==> src/rtl/hsec_pkg.sv <==
package hsec_pkg;

    typedef enum logic [1:0] {
        DS_CLEAN     = 2'd0,
        DS_DATA_FIX  = 2'd1,
        DS_CHECK_FIX = 2'd2,
        DS_UNCORR    = 2'd3
    } dec_state_e;

    // smallest k with 2^k - 1 >= m + k
    function automatic int chk_bits(input int m);
        int res;
        bit found;
        res = 1;
        found = 1'b0;
        for (int k = 1; k < 31; k++) begin
            if (!found && (((1 << k) - 1) >= (m + k))) begin
                res = k;
                found = 1'b1;
            end
        end
        return res;
    endfunction

    // position (from 1) of data bit index k (from 0)
    function automatic int data_pos(input int k);
        int cnt;
        int res;
        bit found;
        cnt = 0;
        res = 0;
        found = 1'b0;
        for (int p = 1; p < 1024; p++) begin
            if (!found && ((p & (p - 1)) != 0)) begin
                if (cnt == k) begin
                    res = p;
                    found = 1'b1;
                end
                cnt++;
            end
        end
        return res;
    endfunction

endpackage

==> src/rtl/hsec_encoder.sv <==
module hsec_encoder #(
    parameter  int DATA_W = 8,
    localparam int CHK_W  = hsec_pkg::chk_bits(DATA_W),
    localparam int CW_W   = DATA_W + CHK_W
) (
    input  logic [DATA_W-1:0] data_i,
    output logic [CW_W-1:0]   cw_o
);

    logic [CW_W-1:0] placed;
    logic [CW_W-1:0] chk_vec;

    for (genvar k = 0; k < DATA_W; k++) begin : g_place
        localparam int DP = hsec_pkg::data_pos(k);
        assign placed[DP-1] = data_i[k];
    end

    for (genvar j = 0; j < CHK_W; j++) begin : g_hole
        assign placed[(1 << j) - 1] = 1'b0;
    end

    always_comb begin
        chk_vec = '0;
        for (int j = 0; j < CHK_W; j++) begin
            logic par;
            par = 1'b0;
            for (int p = 1; p <= CW_W; p++) begin
                if (p[j]) par = par ^ placed[p-1];
            end
            chk_vec[(1 << j) - 1] = par;
        end
    end

    assign cw_o = placed | chk_vec;

endmodule

==> src/rtl/hsec_syndrome.sv <==
module hsec_syndrome #(
    parameter  int DATA_W = 8,
    localparam int CHK_W  = hsec_pkg::chk_bits(DATA_W),
    localparam int CW_W   = DATA_W + CHK_W
) (
    input  logic [CW_W-1:0]  cw_i,
    output logic [CHK_W-1:0] syn_o
);

    always_comb begin
        syn_o = '0;
        for (int j = 0; j < CHK_W; j++) begin
            for (int p = 1; p <= CW_W; p++) begin
                if (p[j]) syn_o[j] = syn_o[j] ^ cw_i[p-1];
            end
        end
    end

endmodule

==> src/rtl/hsec_corrector.sv <==
module hsec_corrector #(
    parameter  int DATA_W = 8,
    localparam int CHK_W  = hsec_pkg::chk_bits(DATA_W),
    localparam int CW_W   = DATA_W + CHK_W
) (
    input  logic [CW_W-1:0]       cw_i,
    input  logic [CHK_W-1:0]      syn_i,
    output logic [DATA_W-1:0]     data_o,
    output hsec_pkg::dec_state_e  state_o
);
    import hsec_pkg::*;

    localparam logic [CHK_W-1:0] LAST_POS = CHK_W'(CW_W);

    logic            in_range;
    logic [CW_W-1:0] fixed;

    assign in_range = (syn_i != '0) && (syn_i <= LAST_POS);

    always_comb begin
        for (int p = 1; p <= CW_W; p++) begin
            fixed[p-1] = cw_i[p-1] ^ (in_range && (syn_i == CHK_W'(p)));
        end
    end

    for (genvar k = 0; k < DATA_W; k++) begin : g_pick
        localparam int DP = data_pos(k);
        assign data_o[k] = fixed[DP-1];
    end

    always_comb begin
        if (syn_i == '0)                 state_o = DS_CLEAN;
        else if (!in_range)              state_o = DS_UNCORR;
        else if ($countones(syn_i) == 1) state_o = DS_CHECK_FIX;
        else                             state_o = DS_DATA_FIX;
    end

endmodule

==> src/rtl/hsec_codec.sv <==
module hsec_codec #(
    parameter  int DATA_W = 8,
    localparam int CHK_W  = hsec_pkg::chk_bits(DATA_W),
    localparam int CW_W   = DATA_W + CHK_W
) (
    input  logic              clk,
    input  logic              rst_n,
    input  logic              enc_valid,
    input  logic [DATA_W-1:0] enc_data,
    output logic              enc_out_valid,
    output logic [CW_W-1:0]   enc_cw,
    input  logic              dec_valid,
    input  logic [CW_W-1:0]   dec_cw,
    output logic              dec_out_valid,
    output logic [DATA_W-1:0] dec_data,
    output logic [CHK_W-1:0]  dec_syndrome,
    output logic              dec_err,
    output logic              dec_uncorr
);
    import hsec_pkg::*;

    logic [CW_W-1:0]   enc_cw_d;
    logic [CHK_W-1:0]  syn_d;
    logic [DATA_W-1:0] data_d;
    dec_state_e        state_d;
    dec_state_e        state_q;

    hsec_encoder #(.DATA_W(DATA_W)) u_enc (
        .data_i (enc_data),
        .cw_o   (enc_cw_d)
    );

    hsec_syndrome #(.DATA_W(DATA_W)) u_syn (
        .cw_i  (dec_cw),
        .syn_o (syn_d)
    );

    hsec_corrector #(.DATA_W(DATA_W)) u_fix (
        .cw_i    (dec_cw),
        .syn_i   (syn_d),
        .data_o  (data_d),
        .state_o (state_d)
    );

    // decoder status register
    always_ff @(posedge clk) begin
        if (!rst_n)         state_q <= DS_CLEAN;
        else if (dec_valid) state_q <= state_d;
    end

    // data pipeline registers
    always_ff @(posedge clk) begin
        if (!rst_n) begin
            enc_out_valid <= 1'b0;
            enc_cw        <= '0;
            dec_out_valid <= 1'b0;
            dec_data      <= '0;
            dec_syndrome  <= '0;
        end else begin
            enc_out_valid <= enc_valid;
            dec_out_valid <= dec_valid;
            if (enc_valid) enc_cw <= enc_cw_d;
            if (dec_valid) begin
                dec_data     <= data_d;
                dec_syndrome <= syn_d;
            end
        end
    end

    // flags from status
    always_comb begin
        unique case (state_q)
            DS_CLEAN:     begin dec_err = 1'b0; dec_uncorr = 1'b0; end
            DS_DATA_FIX:  begin dec_err = 1'b1; dec_uncorr = 1'b0; end
            DS_CHECK_FIX: begin dec_err = 1'b1; dec_uncorr = 1'b0; end
            DS_UNCORR:    begin dec_err = 1'b1; dec_uncorr = 1'b1; end
            default:      begin dec_err = 1'b0; dec_uncorr = 1'b0; end
        endcase
    end

endmodule

==> config.mk <==
export PLATFORM = sky130hd
export DESIGN_NAME = hsec_codec
export DESIGN_NICKNAME = d
export VERILOG_FILES = /design/src/rtl/hsec_pkg.sv /design/src/rtl/hsec_encoder.sv /design/src/rtl/hsec_syndrome.sv /design/src/rtl/hsec_corrector.sv /design/src/rtl/hsec_codec.sv
export SDC_FILE = /design/constraint.sdc
export NUM_CORES = 1
export LEC_CHECK = 0
export ABC_AREA = 1
export BUFFER_PORTS_ARGS = -buffer_cell sky130_fd_sc_hd__buf_2
export CORE_MARGIN = 8
export CORE_UTILIZATION = 46
export CTS_BUF_LIST = sky130_fd_sc_hd__clkbuf_8 sky130_fd_sc_hd__clkbuf_16
export DETAILED_ROUTE_END_ITERATION = 16
export PLACE_DENSITY = 0.77
export RECOVER_POWER = 100
export SLEW_MARGIN = 20
export SYNTH_ARGS = -nofsm -noshare
export SYNTH_HDL_FRONTEND = slang
export SYNTH_SLANG_ARGS = --single-unit
==> constraint.sdc <==
create_clock -name clk -period 2.1 [get_ports clk]
set_input_delay 0 -clock clk [delete_from_list [all_inputs] [get_ports clk]]
set_output_delay 0 -clock clk [all_outputs]
set_load 0.02 [all_outputs]
Yosys cells after proc, flatten, opt, wreduce, memory -nomap -nowiden
Cells that the tools add are included.

operators by class
  magnitude comparators = 1
  bitwise operators = 41
  reduce and logical (&&, ||, !) cells = 14
  multiplexer cells = 5
  equality and inequality tests = 12
  $add $sub $neg = 3

operators by type and width
  cell                                                                    number
  1-bit bitwise XOR                                                       40
  32-bit adder                                                            1
  32-bit by 2-bit equality test with 1-bit output, second input constant  1
  4-bit equality test, second input constant                              4
  4-bit by 3-bit equality test with 1-bit output, second input constant   3
  12-bit by 8-bit bitwise OR with 12-bit output                           1
  1-bit logical AND                                                       9
  2-bit 2-to-1 mux                                                        3
  3-bit OR reduction                                                      2
  1-bit by 1-bit adder with 2-bit output                                  2
  2-bit equality test, second input constant                              2
  4-bit by 2-bit equality test with 1-bit output, second input constant   1
  4-bit <= comparator, second input constant                              1
  4-bit zero test                                                         1
  1-bit case mux with 2 select lines                                      2
  4-bit nonzero test                                                      1
  2-bit by 1-bit equality test with 1-bit output, second input constant   1
  2-bit zero test                                                         1

word-level totals
  bits of input ports = 24
  output and inout bits = 28
  flip-flop bits (word level) = 28
  logic and storage cells = 82

Depth between registers and ports, before layout
Gate-level depths: netlist of the first run.

  word-level depth = 11
  depth in mapped cells = 16
  mapped depth without buffers = 16

Cells and area by module
From an unflattened synthesis of the first run, not the netlist that was laid out.

unflattened totals
  cells, all modules = 370
  area, all modules = 2170.8 um^2

by module, submodules not included
  module          instances  seq. area each (um^2)  cells each  area an instance (um^2)
  hsec_codec      1          560.5                  174         1176.1
  hsec_corrector  1          0.0                    80          460.4
  hsec_syndrome   1          0.0                    76          309.0
  hsec_encoder    1          0.0                    40          225.2

Worst setup path before layout of the first run
Ideal clock, no wire load.

  path type = input -> register
  start point = in dec_cw[6]
  end point = reg state_q[1]
  arrival = 2.062 ns
  data required time = 2.030 ns
  library setup time = 0.070 ns
  stages on the path = 13
  buffers on the path = 1
  slack = -0.032 ns
  path through = buf_6 xor2_1 xnor2_1 xor2_1 ha_1 fa_1 inv_1 ha_1 nor3_1 inv_1 nand2_1 nand3_1 a21oi_1

on the way
  word-level cells in the longest chain between the ends = 9
  elaborated cells on any way between the ends = 19
  those cells by class = add/sub (3); order compare (1); eq/ne (1); mux (3); bitwise (8); reduce/logical (3)

RTL lines
  what                                                          RTL line              source
  start, declared                                               hsec_codec.sv:13      input logic [CW_W-1:0] dec_cw,
  1-bit bitwise XOR (*) (3 in series)                           hsec_syndrome.sv:14   if (p[j]) syn_o[j] = syn_o[j] ^ cw_i[p-1];
  net syn_d[0]                                                  hsec_codec.sv:23      logic [CHK_W-1:0] syn_d;
  1-bit by 1-bit adder with 2-bit output (implied by the code)  hsec_corrector.sv:34  else if ($countones(syn_i) == 1) state_o = DS_CHECK_FIX;
  32-bit adder (implied by the code)                            hsec_corrector.sv:34
  32-bit by 2-bit equality test with 1-bit output               hsec_corrector.sv:34
  2-bit 2-to-1 mux                                              hsec_corrector.sv:34
  2-bit 2-to-1 mux                                              hsec_corrector.sv:33  else if (!in_range) state_o = DS_UNCORR;
  2-bit 2-to-1 mux (*)                                          hsec_corrector.sv:32  if (syn_i == '0) state_o = DS_CLEAN;
  end signal, assigned                                          hsec_codec.sv:48      else if (dec_valid) state_q <= state_d;
  end, declared                                                 hsec_codec.sv:26      dec_state_e state_q;

Mark *: on every way through the listed nets, which the timed path passes. The rest lies on a longest branch.
A chain may end at the register's enable or synchronous reset.

Final worst setup path of the first run
  start point = in dec_cw[2]
  end point = reg state_q[1]

on the way
  word-level cells in the longest chain between the ends = 11
  elaborated cells on any way between the ends = 20
  those cells by class = add/sub (2); order compare (1); eq/ne (1); mux (3); bitwise (10); reduce/logical (3)

RTL lines
  what                                                          RTL line
  1-bit bitwise XOR (*) (5 in series)                           hsec_syndrome.sv:14
  net syn_d[0]                                                  hsec_codec.sv:23
  1-bit by 1-bit adder with 2-bit output (implied by the code)  hsec_corrector.sv:34
  32-bit adder (implied by the code)                            hsec_corrector.sv:34
  32-bit by 2-bit equality test with 1-bit output               hsec_corrector.sv:34
  2-bit 2-to-1 mux                                              hsec_corrector.sv:34
  2-bit 2-to-1 mux                                              hsec_corrector.sv:33
  2-bit 2-to-1 mux (*)                                          hsec_corrector.sv:32

Marks and branches as above.

==> results of run 1 <==
==> power groups by stage <==
stage	clock network (µW)	logic [µW]	registers (µW)
floorplan	0	408	671
global route	357	706	617
finish	326	623	610
detailed placement	0	648	621
CTS	339	652	609
global placement	0	629	620
==> stage by stage <==
stage | setup TNS, ns | hold slack (ns)
final | 0 | 0.00978
after global routing | 0 | 0.0154
after CTS | 0 | 0.00660
after detailed placement | -0.0652 | 0.291
after global placement | 0 | 0.289
after floorplan | 0 | 0.135
==> cell usage in the layout (no fill, tap or decap), drive strengths merged <==
master,instances
nand2,52
inv,37
clkbuf,37
nor2,36
dfxtp,28
buf,25
nand3,20
xnor2,16
o21ai,12
xor2,11
o211ai,6
ha,5
a21oi,4
nand3b,3
or2,1
nor3,1
clkinv,1
fa,1
==> flip-flops by register name (all words and copies together), names as in the netlist <==
signal and cells:
dec_data 8, dec_out_valid 1, dec_syndrome 4, enc_cw 12, enc_out_valid 1, state_q 2
==> what timing repair did <==
action	in CTS	in global routing
buffers inserted	0	1
resized for setup	0	1
setup endpoints to repair	0	1
endpoints found under the hold margin	0	0
==> cells by family after synthesis <==
logic type	Yosys count	synth area share [%]
flops	28	32.2
compound gates	22	7.19
simple gates	113	30.3
fa+ha+maj	6	4.75
xor+xnor	27	13.6
buf+inv	47	11.9
==> worst min-delay path, stage by stage <==
cell and delay (ns):
sky130_fd_sc_hd__buf_2 0.11, sky130_fd_sc_hd__nor2_1 0.05, sky130_fd_sc_hd__nor2_1 0.09
==> final cells by class <==
class	count	area, µm²	area share, %
flip-flops and latches	28	561	27.3
clock buffers	4	55.1	2.68
multi-input cells	168	971	47.2
repair buffers	58	262	12.7
well taps	48	60.1	2.92
inverters	38	148	7.18
==> path summary, 6_finish.rpt <==
| path | start | end | slack, ns |
|---|---|---|---|
| max | dec_cw[2] | state_q[1] | 0.23 |
| min | enc_data[5] | enc_cw[9] | 0.01 |
| max reg2reg | dec_syndrome[0] | dec_syndrome[0] | 1.42 |
| min reg2reg | state_q[1] | state_q[1] | 0.48 |
==> routing by layer <==
metal	GRT usage (%)	part of all wire [%]	vias up	wire, µm
li1	-	-	847	-
met1	14.8	45	709	1780
met2	23.5	48	32	1890
met3	3.80	4.8	11	189
met4	6.79	3.0	0	121
met5	0	0	-	0
==> results.md, run 1 <==
- The number of violations of the max-capacitance limit is 0.
- The worst path buffer plus inverter count is 3.
- Counting every instance in the synthesized netlist gives 243.
- The layout overhead on the synthesized area is 18.2%.
- The depth of the worst register-to-register path is 4.
- For this run, the detailed router's first-pass iteration total came to 4.
- The final weighted congestion of routability-driven global placement is 0.793.
- The period utilization is 89.2%.
- In the final layout, the share of cells above drive strength 1 is between 15 and 20%.
- The portion of the post-synthesis area used by sequential elements is 32.2%.
- The worst setup slack after placement is -0.0539 ns.
- The final hold violation count is 0.
- The worst setup path is launched from a primary input.
- The final critical-path required period is 1.87 ns.
- The peak supply drop is between 0.5 and 0.6 mV.
- The die is between 70 and 80 µm tall.
- The total internal power is 990 µW.
- The smallest setup slack after layout is 0.228 ns.
- The number of nets in the synthesized netlist is 273.
- 0 antenna diodes ended up in the layout.
- The mean routed wirelength per cell is 11.6 µm.
- The final instance area is 2060 µm².
- The count of buffers inserted at the top-level ports is just over 50.
- The areal power density over the cells is 759 nW/µm².
- Detailed placement ended at an HPWL of 3.26 mm.
- For this run, the post-layout net count is 327.
- The count of flip-flops with a built-in enable after synthesis is 0.
- The share of synthesized area in the top cell type comes to 32.2%.
- The TritonCTS clock tree is done.
- The count of hold buffers inserted by post-cts repair is 0.
- CTS placed an instance of sky130_fd_sc_hd__clkbuf_8 at the clock tree root.
- Once detail routing completed, the nets flagged for antenna violations numbered 0.
- The type of the most critical hold path is primary input to flop.
- After global routing the overflow that remains totals 0.
- The wire length of the first global-routing pass is between 6 and 7 mm.
- A synthesized cell averages 7.16 µm².
- Counting the fill cells in the layout gives 381.
- Dividing the detail-routed via count by the number of cells gives 4.65.
- Yosys instantiated no cell more often than sky130_fd_sc_hd__nand2_1.
- No sink is reached through more buffers than the 2 on the longest clock path.
- The signal on the critical path passes through buf_2 > xnor2_1 > xnor2_1 > xor2_1 > ha_1 > fa_1 > inv_1 > ha_1 > nor3_2 > inv_1 > nand2_1 > nand3_1 > a21oi_1.
- In this run, placement finished with an instance count of 339.
- The max-slew violation count is 0.
- The mapped cell area is roughly 1700 µm².
- The count of H-tree levels built during CTS is 1.
- The biggest cell delay along the critical path is 0.37 ns.
- The prevailing post-synth register cell is sky130_fd_sc_hd__dfxtp_1.
- The via count is 1,599.
- Measured along the x axis, the die boundary spans 77.5 µm.
- The initial utilization of the core area, before any placement, comes to 47.5%.
- The standard-cell row count is 22.
- The cell with the largest stage delay on the worst path is sky130_fd_sc_hd__fa_1.
- The tree built by TritonCTS fans out to 28 sinks.
- Setup violations remaining at the end of the flow were counted as 0.
- The number of buffers added by the clock tree synthesis step is 3.
- The flow ran to the end, and the final reports show no timing, DRC or antenna violations.
- The number of DRC markers in iteration 0 is 86.
- The clock skew after layout is 0 ns.
- The proportion of register bits with asynchronous set or reset after synthesis is 0%.
- The type of the worst setup path is primary input to flop.
- The clock network is responsible for between 20% and 30% of the overall power.
- The family of cells with the greatest summed delay on the critical path is adder cells.
- The number of global-route vias before repair came to 1,572.
- The analysis attributes to net switching a power of 570 µW.
- Setup repair after global routing left no endpoint under its margin.
- The number of non-filler instances in the completed layout is 344.
- In this run, synthesis produced a sequential element count of 28.
- The core footprint is ~3700 µm².
- The critical path runs through a total of 13 cells.
- The worst pin sits at a relative slew slack of 50.6%.
- The maximum fanout along the worst path is 4.
- The proportion of power drawn by combinational gates is 40.0%.
- Clock latency on the worst-skew pair, taken at its later pin, is 0.27 ns.
- Counting distinct cell types in the post-synthesis netlist gives 28.
- By count the netlist is led by 43 x sky130_fd_sc_hd__nand2_1, 35 x sky130_fd_sc_hd__inv_1, 34 x sky130_fd_sc_hd__nor2_1.
- between 50 and 60 I/O pins were placed.
- Summed over all layers, the routed wires come to 3.98 mm.
- Of the total power, the share spent switching nets is between 30 and 40%.
- At the worst endpoint, the required time is 2.31 ns.
- Global routing consumed, over all layers together, 13.6% of the routing resources.
- The DRC violation count after routing is 0.
- The analysis attributes to cell leakage a power of ~0.0011 µW.
- Clock-pin slew was measured on the worst setup and hold paths at 0.09 ns.
- The share of the core filled with cells is 56.2%.
- The largest net degree at the start of global routing is 28.
- The initial antenna violation count is 0.
- Derived from the worst setup path, the maximum achievable clock frequency is 0.534 GHz.
- For the pin with the worst max-slew slack, the measured transition is 0.741 ns.
- The area after detailed placement is 2040 µm².
- Overall power consumption after layout is estimated at 1560 µW.
- The floorplan step defined a die boundary enclosing 6000 µm².
- Yosys attributes the largest share of cell area to sky130_fd_sc_hd__dfxtp_1 32%, sky130_fd_sc_hd__nand2_1 9.3%, sky130_fd_sc_hd__xnor2_1 8.1%, sky130_fd_sc_hd__inv_1 7.6%, sky130_fd_sc_hd__nor2_1 7.3%.
- The sequential power share is 39.1%.
- The largest area contributor in the synthesized netlist is sky130_fd_sc_hd__dfxtp_1.
- The count of yosys warnings during synthesis is 0.
- The worst hold path depth is 3.
- The endpoint arrival time on the critical path is between 2 and 2.5 ns.
- The type of destination of the critical path is a flop.
Power figures use the tool's default switching activity.
==> inputs of run 2 (changes only) <==
--- a/config.mk
+++ b/config.mk
@@ -7,11 +7,11 @@
 export LEC_CHECK = 0
 export ABC_AREA = 1
 export BUFFER_PORTS_ARGS = -buffer_cell sky130_fd_sc_hd__buf_2
-export CORE_MARGIN = 8
+export CORE_MARGIN = 4
 export CORE_UTILIZATION = 46
 export CTS_BUF_LIST = sky130_fd_sc_hd__clkbuf_8 sky130_fd_sc_hd__clkbuf_16
 export DETAILED_ROUTE_END_ITERATION = 16
-export PLACE_DENSITY = 0.77
+export PLACE_DENSITY = 0.74
 export RECOVER_POWER = 100
 export SLEW_MARGIN = 20
 export SYNTH_ARGS = -nofsm -noshare
==> results.md, run 2 (same netlist as run 1, synthesis figures left out) <==
- The flow ran to the end, and the final reports show no timing, DRC or antenna violations.
- The number of buffers added by the clock tree synthesis step is 3 (unchanged).
- The proportion of power drawn by combinational gates is 39.4% (-0.6 points).
- The worst hold path depth is 3 (unchanged).
- The area enclosed by the die boundary was 4830 µm² (-20%).
- The static leakage power is 0.00105 µW (-0.63%).
- The worst setup path is captured at a flop.
- The total design power was 1540 µW (-1.5%).
- The clock transition time at the flip-flop clock pins of the worst setup and hold paths was 0.09 ns (about the same).
- The max-slew violation count came to 0 (unchanged).
- The count of H-tree levels built during CTS is 1 (unchanged).
- The TritonCTS clock tree is done.
- The half-perimeter wire length after placement is 2.82 mm (-14%).
- The depth of the worst register-to-register path is 4 (unchanged).
- The final hold violation count came to 0 (unchanged).
- The type of the worst setup path is primary input to flop.
- The period utilization came to 89.0% (-0.15 points).
- The setup TNS after final layout came to 0 ns (unchanged).
- The most common library cell in the layout ignoring fill and taps is sky130_fd_sc_hd__nand2_1.
- The hold path startpoint is enc_data[1].
- The wire length of the first global-routing pass came to 6.24 mm (-8.3%).
- The vertical extent of the die is 69.5 µm (-10%).
- The sequential power share was 39.6% (+0.5 points).
- The post-CTS setup repair buffer count is 0 (unchanged).
- The DRC violation count after routing is 0 (unchanged).
- The net total in the final layout is 327 (unchanged).
- The cell sitting at the root of the clock tree is a sky130_fd_sc_hd__clkbuf_8.
- The mean routed wirelength per cell came to 10.3 µm (-11%).
- The transition time at the pin with the least slew margin is 0.698 ns (-0.0436 ns).
- From synthesis to final layout, the design area changed by 17.8%.
- The final weighted congestion of routability-driven global placement is 0.861 (+8.6%).
- The kind of launch point of the worst setup path is a primary input.
- The core footprint came to 3660 µm² (unchanged).
- The aggregate routed wire length came to 3.53 mm (-11%).
- The register with the most flip-flops in the final layout is enc_cw.
- The relative slew slack is 53.5% (+2.9 points).
- The largest registers in the layout are enc_cw (12), dec_data (8), dec_syndrome (4).
- The count of buffers inserted at the top-level ports is 51 (unchanged).
- The standard-cell row count is 22 (unchanged).
- The peak supply drop was 0.530 mV (-3.6%).
- The die boundary width is 69.5 µm (-10%).
- Setup repair after global routing left no endpoint under its margin.
- The clock sink total is 28 (unchanged).
- The initial antenna violation count is 0 (unchanged).
- The total routing resource utilization after global routing is 15.5% (+1.9 points).
- The net load switching power is 557 µW (-2.2%).
- The clock skew after layout is 0 ns (unchanged).
- The clock tree buffer depth is 2 (unchanged).
- The largest net degree at the start of global routing is 28 (unchanged).
- The per-cell via count in the routed design is 4.53 (-2.6%).
- The area after detailed placement is 2050 µm² (+0.37%).
- The endpoint arrival time on the critical path is 2.07 ns (about the same).
- The highest achievable clock rate is 0.535 GHz (+0.17%).
- The maximum fanout along the worst path was 3 (-1).
- The destination of the worst hold path is enc_cw[4].
- The clock power share is 21.0% (about the same).
- The via count was 1,557 (-2.6%).
- The biggest cell delay along the critical path came to 0.37 ns (about the same).
- The total grt overflow came to 0 (unchanged).
- The number of DRC markers in iteration 0 is 42 (-51%).
- The later-pin clock latency in the skew report came to 0.27 ns (about the same).
- The number of violations of the max-capacitance limit is 0 (unchanged).
- The reg2reg setup slack is 1.43 ns (about the same).
- The final-report setup violation count came to 0 (unchanged).
- The cell with the largest stage delay on the worst path is sky130_fd_sc_hd__fa_1.
- The total internal power is 979 µW (-1.1%).
- The iteration count of the initial detailed-routing pass is 4 (unchanged).
- The final instance area came to 2050 µm² (-0.37%).
- The post-route antenna net violation count came to 0 (unchanged).
- The count of antenna diodes in the layout is 0 (unchanged).
- The areal power density over the cells is 750 nW/µm² (-1.1%).
- Leaving out fill and tap cells, the most frequent cells in the layout are 45 x sky130_fd_sc_hd__nand2_1, 35 x sky130_fd_sc_hd__inv_1, 34 x sky130_fd_sc_hd__nor2_1, 33 x sky130_fd_sc_hd__clkbuf_1, 28 x sky130_fd_sc_hd__dfxtp_1.
- The min-delay analysis places its worst path in the category primary input to flop.
- The count of hold buffers inserted by post-cts repair is 0 (unchanged).
- The fraction of layout cells with a size suffix above 1 was 15.5% (-0.34 points).
- The required time at the worst-slack endpoint was 2.30 ns (about the same).
- The starting density of the core is 47.5% (unchanged).
- The worst flop-to-flop path endpoint is dec_syndrome[0].
- The switching part of the total power is 36.3% (-0.26 points).
- The startpoint identified for the worst register-to-register timing path is dec_syndrome[0].
- The flip-flop count of the largest register, all copies and words added is 12 (unchanged).
- Traced cell by cell, the critical path runs through buf_2 > xor2_1 > xnor2_1 > xor2_1 > ha_1 > fa_1 > inv_1 > ha_1 > nor3_2 > inv_1 > nand2_1 > nand3_1 > a21oi_1.
- The number of placed I/O pins is 52 (unchanged).
- The final critical-path required period is 1.87 ns (-0.00317 ns).
- The number of global-route vias before repair is 1,462 (-7.0%).
- The post-cts sizing count is 0 (unchanged).
run 2: cell counts in the layout (fill, tap and decap cells not counted):
No cell type changed its count.
run 2: layout make-up:
type / instances / area [µm²]
well taps: 48 / 60.1
fillers: 374 / 1610
flip-flops and latches: 28 / 561
multi-input cells: 168 / 966
clock buffers: 4 / 55.1
inverters: 38 / 148
repair buffers: 58 / 259
run 2: critical path: cells and delay by family:
| family | cells | cell delay, ns |
|---|---|---|
| buf+inv | 3 | 0.23 |
| fa+ha+maj | 3 | 0.87 |
| simple gates | 3 | 0.25 |
| compound gates | 1 | 0.13 |
| xor+xnor | 3 | 0.57 |
run 2: worst max path at each step:
stage / from / depth (start not counted) / end
after floorplan: dec_cw[6] / 13 / state_q[1]
after global placement: dec_cw[5] / 13 / state_q[1]
after detailed placement: dec_cw[10] / 13 / state_q[1]
after CTS: dec_cw[10] / 13 / state_q[1]
after global routing: dec_cw[10] / 13 / state_q[1]
final: dec_cw[10] / 13 / state_q[1]
run 2: per-stage QoR:
| step | setup WS, ns | util, % | cells | hold WS [ns] |
|---|---|---|---|---|
| after detailed placement | -0.0466 | 56.0 | 340 | 0.294 |
| after floorplan | 0.0492 | - | 243 | 0.135 |
| after global routing | 0.0478 | 55.9 | 344 | 0.0118 |
| after CTS | 0.223 | 57.6 | 344 | 0.00838 |
| final | 0.231 | 55.9 | 344 | 0.0194 |
| after global placement | 0.0397 | 56.0 | 340 | 0.292 |
run 2: metal layers:
metal	wire length, µm	share of wire (%)	GRT usage [%]
met2	1620	46	25.2
met1	1680	47	19.8
met3	171	4.8	3.91
met5	0	0	0
met4	61	1.7	5.42
run 2: power groups by stage:
stage	clock [µW]	combinational [µW]	sequential, µW
after floorplan	0	408	671
after global placement	0	631	619
after detailed placement	0	644	620
after CTS	337	648	608
after global routing	356	689	618
final	322	606	609
